<file path="config.mk">
export PLATFORM = sky130hd
export DESIGN_NAME = ecc_inject_path
export DESIGN_NICKNAME = d
export VERILOG_FILES = /design/src/rtl/ecc_pkg.sv /design/src/rtl/ecc_enc_stage.sv /design/src/rtl/ecc_dec_stage.sv /design/src/rtl/ecc_err_log.sv /design/src/rtl/ecc_inject_path.sv
export SDC_FILE = /design/constraint.sdc
export NUM_CORES = 1
export LEC_CHECK = 0
export ABC_AREA = 1
export BUFFER_PORTS_ARGS = -buffer_cell sky130_fd_sc_hd__buf_2
export CAP_MARGIN = 20
export CORE_MARGIN = 4
export CORE_UTILIZATION = 55
export DETAILED_ROUTE_END_ITERATION = 16
export PLACE_DENSITY = 0.81
export SETUP_SLACK_MARGIN = 0.1
export SLEW_MARGIN = 5
export SYNTH_ARGS = -nofsm -noshare
export SYNTH_HDL_FRONTEND = slang
export SYNTH_SLANG_ARGS = --single-unit
export TNS_END_PERCENT = 30
</file>
<file path="constraint.sdc">
create_clock -name clk -period 2 [get_ports clk]
set_clock_uncertainty 0.1 [all_clocks]
set_input_delay 0.1 -clock clk [delete_from_list [all_inputs] [get_ports clk]]
set_output_delay 0.1 -clock clk [all_outputs]
set_load 0.01 [all_outputs]
</file>
<file path="src/rtl/ecc_pkg.sv">
package ecc_pkg;
    localparam int DATA_W = 64;
    localparam int CHK_W  = 8;
    localparam int WORD_W = DATA_W + CHK_W;
    localparam int MAXPOS = WORD_W - 1;

    function automatic logic [CHK_W-1:0] ecc_check(input logic [DATA_W-1:0] d);
        logic [CHK_W-1:0] c;
        int j;
        c = '0;
        j = 0;
        for (int p = 1; p <= MAXPOS; p++) begin
            if ((p & (p - 1)) != 0) begin
                if (d[j]) c[CHK_W-2:0] = c[CHK_W-2:0] ^ 7'(p);
                j++;
            end
        end
        c[CHK_W-1] = ^d ^ ^c[CHK_W-2:0];
        return c;
    endfunction

    function automatic logic [DATA_W-1:0] ecc_fix(input logic [DATA_W-1:0] d,
                                                  input logic [CHK_W-2:0] s);
        logic [DATA_W-1:0] r;
        int j;
        r = d;
        j = 0;
        for (int p = 1; p <= MAXPOS; p++) begin
            if ((p & (p - 1)) != 0) begin
                if (7'(p) == s) r[j] = ~r[j];
                j++;
            end
        end
        return r;
    endfunction
endpackage

</file>
<file path="src/rtl/ecc_enc_stage.sv">
module ecc_enc_stage
    import ecc_pkg::*;
(
    input  logic              clk,
    input  logic              rst_n,
    input  logic              in_valid,
    input  logic [DATA_W-1:0] in_data,
    input  logic [CHK_W-1:0]  mask,
    output logic              out_valid,
    output logic [WORD_W-1:0] out_word
);
    typedef struct packed {
        logic              valid;
        logic [WORD_W-1:0] word;
    } enc_t;

    enc_t st_d, st_q;

    always_comb begin
        st_d = st_q;
        st_d.valid = in_valid;
        if (in_valid) st_d.word = {ecc_check(in_data) ^ mask, in_data};
    end

    always_ff @(posedge clk or negedge rst_n) begin
        if (!rst_n) st_q <= '0;
        else        st_q <= st_d;
    end

    assign out_valid = st_q.valid;
    assign out_word  = st_q.word;

    assert_wr_latency_R3: assert property (@(posedge clk) disable iff (!rst_n)
        in_valid |=> (out_valid && out_word[DATA_W-1:0] == $past(in_data)));
    assert_wr_idle_R3: assert property (@(posedge clk) disable iff (!rst_n)
        !in_valid |=> !out_valid);
endmodule

</file>
<file path="src/rtl/ecc_dec_stage.sv">
module ecc_dec_stage
    import ecc_pkg::*;
#(
    parameter int ADDR_W = 32
) (
    input  logic              clk,
    input  logic              rst_n,
    input  logic              chk_en,
    input  logic              in_valid,
    input  logic [ADDR_W-1:0] in_addr,
    input  logic [WORD_W-1:0] in_word,
    output logic              out_valid,
    output logic [DATA_W-1:0] out_data,
    output logic              out_sbe,
    output logic              out_mbe,
    output logic [CHK_W-1:0]  out_syn,
    output logic [ADDR_W-1:0] out_addr
);
    typedef struct packed {
        logic              valid;
        logic [DATA_W-1:0] data;
        logic              sbe;
        logic              mbe;
        logic [CHK_W-1:0]  syn;
        logic [ADDR_W-1:0] addr;
    } dec_t;

    dec_t st_d, st_q;
    logic [DATA_W-1:0] raw_d;
    logic [CHK_W-1:0]  diff_d;
    logic              par_d;

    always_comb begin
        raw_d  = in_word[DATA_W-1:0];
        diff_d = ecc_check(raw_d) ^ in_word[WORD_W-1:DATA_W];
        par_d  = ^diff_d;
        st_d       = st_q;
        st_d.valid = in_valid;
        st_d.sbe   = 1'b0;
        st_d.mbe   = 1'b0;
        if (in_valid) begin
            st_d.data = raw_d;
            st_d.addr = in_addr;
            st_d.syn  = {par_d, diff_d[CHK_W-2:0]};
            if (chk_en) begin
                if (par_d) begin
                    st_d.sbe  = 1'b1;
                    st_d.data = ecc_fix(raw_d, diff_d[CHK_W-2:0]);
                end else if (diff_d[CHK_W-2:0] != '0) begin
                    st_d.mbe  = 1'b1;
                end
            end
        end
    end

    always_ff @(posedge clk or negedge rst_n) begin
        if (!rst_n) st_q <= '0;
        else        st_q <= st_d;
    end

    assign out_valid = st_q.valid;
    assign out_data  = st_q.data;
    assign out_sbe   = st_q.sbe;
    assign out_mbe   = st_q.mbe;
    assign out_syn   = st_q.syn;
    assign out_addr  = st_q.addr;

    assert_rd_latency_R4: assert property (@(posedge clk) disable iff (!rst_n)
        in_valid |=> out_valid);
    assert_rd_idle_R4: assert property (@(posedge clk) disable iff (!rst_n)
        !in_valid |=> (!out_valid && !out_sbe && !out_mbe));
    assert_pulse_excl_R6: assert property (@(posedge clk) disable iff (!rst_n)
        !(out_sbe && out_mbe));
    assert_raw_on_mbe_R6: assert property (@(posedge clk) disable iff (!rst_n)
        (in_valid && chk_en && !(^in_word) && ecc_check(in_word[DATA_W-1:0]) != in_word[WORD_W-1:DATA_W])
        |=> (out_mbe && out_data == $past(in_word[DATA_W-1:0])));
    assert_quiet_off_R7: assert property (@(posedge clk) disable iff (!rst_n)
        (in_valid && !chk_en) |=> (!out_sbe && !out_mbe && out_data == $past(in_word[DATA_W-1:0])));
endmodule

</file>
<file path="src/rtl/ecc_err_log.sv">
module ecc_err_log
    import ecc_pkg::*;
#(
    parameter int ADDR_W = 32
) (
    input  logic              clk,
    input  logic              rst_n,
    input  logic              clr,
    input  logic              ev_sbe,
    input  logic              ev_mbe,
    input  logic [CHK_W-1:0]  ev_syn,
    input  logic [ADDR_W-1:0] ev_addr,
    output logic              sts_valid,
    output logic              sts_multi,
    output logic [CHK_W-1:0]  sts_syn,
    output logic [ADDR_W-1:0] sts_addr
);
    typedef struct packed {
        logic              valid;
        logic              multi;
        logic [CHK_W-1:0]  syn;
        logic [ADDR_W-1:0] addr;
    } log_t;

    log_t st_d, st_q;

    always_comb begin
        st_d = st_q;
        if (clr) st_d.valid = 1'b0;
        if ((ev_sbe || ev_mbe) && !st_d.valid) begin
            st_d.valid = 1'b1;
            st_d.multi = ev_mbe;
            st_d.syn   = ev_syn;
            st_d.addr  = ev_addr;
        end
    end

    always_ff @(posedge clk or negedge rst_n) begin
        if (!rst_n) st_q <= '0;
        else        st_q <= st_d;
    end

    assign sts_valid = st_q.valid;
    assign sts_multi = st_q.multi;
    assign sts_syn   = st_q.syn;
    assign sts_addr  = st_q.addr;

    assert_first_hold_R8: assert property (@(posedge clk) disable iff (!rst_n)
        (sts_valid && !clr) |=> (sts_valid && $stable(sts_addr) && $stable(sts_syn)));
    assert_capture_R8: assert property (@(posedge clk) disable iff (!rst_n)
        (!sts_valid && (ev_sbe || ev_mbe)) |=> (sts_valid && sts_addr == $past(ev_addr)));
    assert_clear_R9: assert property (@(posedge clk) disable iff (!rst_n)
        (clr && !ev_sbe && !ev_mbe) |=> !sts_valid);
endmodule

</file>
<file path="src/rtl/ecc_inject_path.sv">
module ecc_inject_path
    import ecc_pkg::*;
#(
    parameter int ADDR_W = 32
) (
    input  logic              clk,
    input  logic              rst_n,
    input  logic              reg_we,
    input  logic [1:0]        reg_addr,
    input  logic [7:0]        reg_wdata,
    input  logic              wr_valid,
    input  logic [63:0]       wr_data,
    output logic              mem_wr_valid,
    output logic [71:0]       mem_wr_word,
    input  logic              rd_valid,
    input  logic [ADDR_W-1:0] rd_addr,
    input  logic [71:0]       rd_word,
    output logic              rd_out_valid,
    output logic [63:0]       rd_out_data,
    output logic              sbe_pulse,
    output logic              mbe_pulse,
    output logic              sts_valid,
    output logic              sts_multi,
    output logic [7:0]        sts_syndrome,
    output logic [ADDR_W-1:0] sts_addr
);
    localparam logic [1:0] SEL_CTRL = 2'd0;
    localparam logic [1:0] SEL_MASK = 2'd1;
    localparam logic [1:0] SEL_CLR  = 2'd2;

    typedef struct packed {
        logic             en;
        logic [CHK_W-1:0] mask;
    } cfg_t;

    cfg_t cfg_d, cfg_q;
    logic clr_w;
    logic [CHK_W-1:0]  syn_w;
    logic [ADDR_W-1:0] ev_addr_w;

    always_comb begin
        cfg_d = cfg_q;
        clr_w = 1'b0;
        if (reg_we) begin
            case (reg_addr)
                SEL_CTRL: cfg_d.en   = reg_wdata[0];
                SEL_MASK: cfg_d.mask = reg_wdata;
                SEL_CLR:  clr_w      = 1'b1;
                default:  ;
            endcase
        end
    end

    always_ff @(posedge clk or negedge rst_n) begin
        if (!rst_n) cfg_q <= '0;
        else        cfg_q <= cfg_d;
    end

    ecc_enc_stage u_enc (
        .clk(clk), .rst_n(rst_n),
        .in_valid(wr_valid), .in_data(wr_data), .mask(cfg_q.mask),
        .out_valid(mem_wr_valid), .out_word(mem_wr_word)
    );

    ecc_dec_stage #(.ADDR_W(ADDR_W)) u_dec (
        .clk(clk), .rst_n(rst_n), .chk_en(cfg_q.en),
        .in_valid(rd_valid), .in_addr(rd_addr), .in_word(rd_word),
        .out_valid(rd_out_valid), .out_data(rd_out_data),
        .out_sbe(sbe_pulse), .out_mbe(mbe_pulse),
        .out_syn(syn_w), .out_addr(ev_addr_w)
    );

    ecc_err_log #(.ADDR_W(ADDR_W)) u_log (
        .clk(clk), .rst_n(rst_n), .clr(clr_w),
        .ev_sbe(sbe_pulse), .ev_mbe(mbe_pulse),
        .ev_syn(syn_w), .ev_addr(ev_addr_w),
        .sts_valid(sts_valid), .sts_multi(sts_multi),
        .sts_syn(sts_syndrome), .sts_addr(sts_addr)
    );

    assert_mask_applied_R2: assert property (@(posedge clk) disable iff (!rst_n)
        (wr_valid && !(reg_we && reg_addr == SEL_MASK)) |=>
        (mem_wr_word[71:64] == (ecc_check($past(wr_data)) ^ cfg_q.mask)));
endmodule

</file>
==> qor.yml, run 1 <==
placedCellCount: 3324
ys_ff_latch: 231
dp_hpwl_um: 46700
synth_area_per_cell_um2: 6.67
syn_area_um2: 15500
ys_types: 32
clock_path_buffers: 3
status: "did not finish"
ys.flop_type: "dfrtp_1"
synth_area_leaders: "dfrtp_1 (37%), nand2_1 (27%), nand3_1 (7.2%)"
htreeDepth: 1
die-width_um: 176
initial_core_util_pct: 55.9
async_flop_share_pct: 100
grtUsageTotal_pct: 78.9
synth_most_common_cell: "nand2_1"
gp_congestion: 1.05
die_height_um: 176
yosysTopAreaCellShare_pct: 37.2
rows: 61
failing_step: "global routing (5_1_grt)"
stop_error: "[ERROR GRT-0232] Routing congestion too high. Check the congestion heatmap in the GUI."
io_pins: 365
cts-buffers-inserted: 25
grt_overflow: 26
grt_max_degree: 77
synth_nets: 2524
synth_commonest_cells: "nand2_1 (1111), dfrtp_1 (231), nand3_1 (222), inv_1 (166), xnor2_1 (114)"
worst_endpoint_kind: "register input"
yosys_warnings: 0
synth_top_area_cell: "dfrtp_1"
cts-root-buf: "clkbuf_16"
synth_edf_count: 0
synthCells: 2329
yosysSeqAreaShare_pct: 37.2
clock_sinks: 231
crit_endpoint: "u_dec.out_data[54]$_DFFE_PN0P_/D"
place_ws_ns: -1.77
io_buffers: 364
cells by family after synthesis:
kind of cell	after synthesis	synth area share, %
AND/OR/NAND/NOR	1475	38.2
buffers and inverters	301	8.35
flip-flops	231	37.2
XOR/XNOR	200	11.4
AO/OA/AOI/OAI	104	3.39
adder cells (fa/ha/maj)	12	0.967
multiplexers	6	0.435
per-stage QoR:
step	instance area [µm²]	setup TNS, ns
4_1_cts	24600	-60.13
3_5_place_dp	20300	-115.88
3_3_place_gp	20300	-116.70
2_1_floorplan	15600	-72.91
routing by layer:
metal / GRT usage (%) / overflow
met1: 76.0 / 0
met2: 93.2 / 10
met3: 68.9 / 7
met4: 77.7 / 7
met5: 49.0 / 2
what timing repair did:
action | CTS
setup endpoints to repair | 68
gates resized for setup | 217
endpoints found under the hold margin | 401
hold buffers | 213
gates cloned | 3
buffers inserted | 55
pin swaps | 58
==> inputs of run 2 (changes only) <==
- CORE_UTILIZATION: 55 -> 40
- PLACE_DENSITY: 0.81 -> not set
- PLACE_DENSITY_LB_ADDON: not set -> 0.15
- SETUP_SLACK_MARGIN: 0.1 -> not set
==> run 2 against run 1 <==
The flow now finishes, with violations (negative hold slack, negative setup slack). Synthesized cell count unchanged. Synthesized area unchanged.
==> qor.yml, run 2 <==
layout.area.seq_um2: 5780
synth_edf_count: 0  # unchanged
cp_common_cell: "nand2_2"
grt_pass1_vias: 18217
grt_max_degree: 68
met3_length_um: 4000
pwr_density_cell_nw_per_um2: 1110
die_area_um2: 42000
syn_area_um2: 15500  # unchanged
post_drt_wl_per_cell_um: 17.3
worstSetupPathType: "in -> reg"
io_buffers: 364  # unchanged
synth_nets: 2524  # unchanged
synth_most_common_cell: "nand2_1"  # unchanged
htreeDepth: 1  # unchanged
cts-buffers-inserted: 27  # was 25
synth.area.mux_share_pct: 0.435  # unchanged
top_layer_used: "met4"
max_slew.worst_pin.slew_ns: 0.722
num-fill-cells: 3331
cts_tree: "yes"
synth-simple-area-share_pct: 38.2  # unchanged
clk_latency_ns: 0.56
rows: 71  # was 61
synth_compound_area_share_pct: 3.39  # unchanged
multi_input_area_um2: 9490
dp_hpwl_um: 47800  # was 46700 µm
rr_endpoint: "u_dec.out_data[40]"
grt_overflow: 0
crit_path_end_kind: "flip-flop"
initial_core_util_pct: 40.9  # was 55.9%
ys_ff_latch: 231  # unchanged
die_height_um: 205  # was 176 µm
clock_path_buffers: 3  # unchanged
crit_fanout: 11
drv_slew: 0
drc: 0
synth-xor-area-share_pct: 11.4  # unchanged
synth_area_per_cell_um2: 6.67  # unchanged
p_total_mw: 28.0
fin_cells: 3793
final_cell_area_um2: 25300
setup_slack_ns: -1.05
whs_ns: -0.215
async_flop_share_pct: 100  # unchanged
nets: 3454
drtIter0Drc: 1225
gp_congestion: 0.986  # was 1.05
clk_pin_slew_ns: 0.06
drt_wl_total_um: 65800
syn_to_final_growth_pct: 62.7
fin_crit_ns: 3.05
hold_violations: 12
largest_register_ffs: 72
synth_commonest_cells: "nand2_1 (1111), dfrtp_1 (231), nand3_1 (222), inv_1 (166), xnor2_1 (114)"  # unchanged
die-width_um: 205  # was 176 µm
final_cell_mix: "nand2_1 (981), buf_4 (382), buf_2 (329)"
post_drt_via_cell_ratio: 4.92
vias: 18680
post-route-period-util_pct: 152
violations: "negative hold slack, negative setup slack"
grt_pass1_wl_um: 98300
slew_headroom_pct: 51.9
fmax_ghz: 0.328
synth_area_leaders: "dfrtp_1 (37%), nand2_1 (27%), nand3_1 (7.2%)"  # unchanged
cts-root-buf: "clkbuf_16"  # unchanged
core_um2: 37900
status: "complete, but fails checks"  # was did not finish
wl_met1_um: 25800
drive_gt1_share_pct: 34.1
wl_met2_um: 33000
yosys_warnings: 0  # unchanged
cp_slowest_stage_delay_ns: 0.29
vdd_drop_max_mv: 2.04
reg2reg_slack_ns: -0.08
min_path_cells: 4
hold_class: "in -> reg"
maxCapViolations: 0
drt_first_pass_iters: 7
final_common_cell: "nand2_1"
grtUsageTotal_pct: 29.7
reg2reg_depth: 7
synthCells: 2329  # unchanged
place_area_um2: 20400  # was 20300 µm²
cp_slowest_cell: "bufbuf_16"
io_pins: 365  # unchanged
p_leak_nw: 13.7
min_to: "u_dec.out_data[17]"
yosysTopAreaCellShare_pct: 37.2  # unchanged
synth_top_area_cell: "dfrtp_1"  # unchanged
cp-start-kind: "input pin"
antenna_found_initial: 5
rsz0062_at_grt: "yes"
synth_top_family_by_area: "simple AND/OR/NAND/NOR gates"  # unchanged
ys_types: 32  # unchanged
min_from: "rd_word[17]"
ys.flop_type: "dfrtp_1"  # unchanged
placedCellCount: 3464  # was 3324
synth_fa_ha_area_share_pct: 0.967  # unchanged
clock_sinks: 231  # unchanged
setup_viol: 70
r2r-start: "cfg_q[8]"
arrival_ns: 3.38
ant_nets: 0
critical_path_required_ns: 2.34
final_util_pct: 66.6
yosysSeqAreaShare_pct: 37.2  # unchanged
-- run 2: layer usage --
layer  vias to the layer above  global-route usage (%)
li1                       9008                       -
met1                      8873                    36.4
met2                       640                    53.2
met3                       159                    3.32
met4                         0                    11.8
met5                         -                       0
-- run 2: through the flow --
stage          hold slack (ns)  TNS, ns  setup slack (ns)
2_1_floorplan           -0.296   -72.91             -1.11
3_3_place_gp          -0.00903  -116.00             -1.76
3_5_place_dp          -0.00547  -115.69             -1.76
4_1_cts                 -0.238   -58.70            -0.978
5_1_grt                 -0.195   -78.63             -1.23
6_report                -0.215   -65.60             -1.05
-- run 2: cell type report --
class                   instances  area share, %
clock buffers                  39           2.93
multi-input cells            1797           37.6
well taps                     511           2.53
flip-flops and latches        231           22.9
diodes                          5         0.0495
repair buffers                988           30.3
clock inverters                 8          0.347
inverters                     214           3.38
-- run 2: kinds of logic (layout without fill, tap and decap cells) --
| group | count (synthesis) | count (layout) |
|---|---|---|
| adder cells (fa/ha/maj) | 12 | 12 |
| other | 0 | 5 |
| multiplexers | 6 | 6 |
| flip-flops | 231 | 231 |
| AO/OA/AOI/OAI | 104 | 104 |
| XOR/XNOR | 200 | 200 |
| buffers and inverters | 301 | 1249 |
| AND/OR/NAND/NOR | 1475 | 1475 |
-- run 2: critical path: cells and delay by family --
kind                       cells  cell delay [ns]
xor gates and xnor gates       3             0.55
adders and majority gates      1             0.25
buffers and inverters          7             0.84
and+or+nand+nor               20             1.62
-- run 2: timing repair --
item,CTS,global route
endpoints found under the hold margin,410,18
pin swaps,40,84
hold buffers,214,9
endpoints found under the setup margin,67,75
setup buffers,35,14
gates cloned,4,2
gates resized for setup,153,193
-- run 2: worst max-delay path by stage --
stage	start	slack (ns)	cells after the start	to
finish	rd_word[62]	-1.05	31	u_dec.out_data[42]
global route	rd_word[13]	-1.23	34	u_dec.out_data[29]
CTS	rd_word[32]	-0.98	33	u_dec.out_data[30]
detailed placement	rd_word[8]	-1.76	32	u_dec.out_data[30]
global placement	rd_word[8]	-1.76	29	u_dec.out_data[40]
floorplan	rd_word[17]	-1.11	31	u_dec.out_data[26]
-- run 2: power breakdown --
| group | internal, mW | leakage, nW | switching, mW |
|---|---|---|---|
| clock | 2.71 | 0.407 | 2.04 |
| combinational | 7.95 | 10.5 | 9.26 |
| sequential | 5.53 | 2.83 | 0.501 |
(Power assumes the default switching activity.)
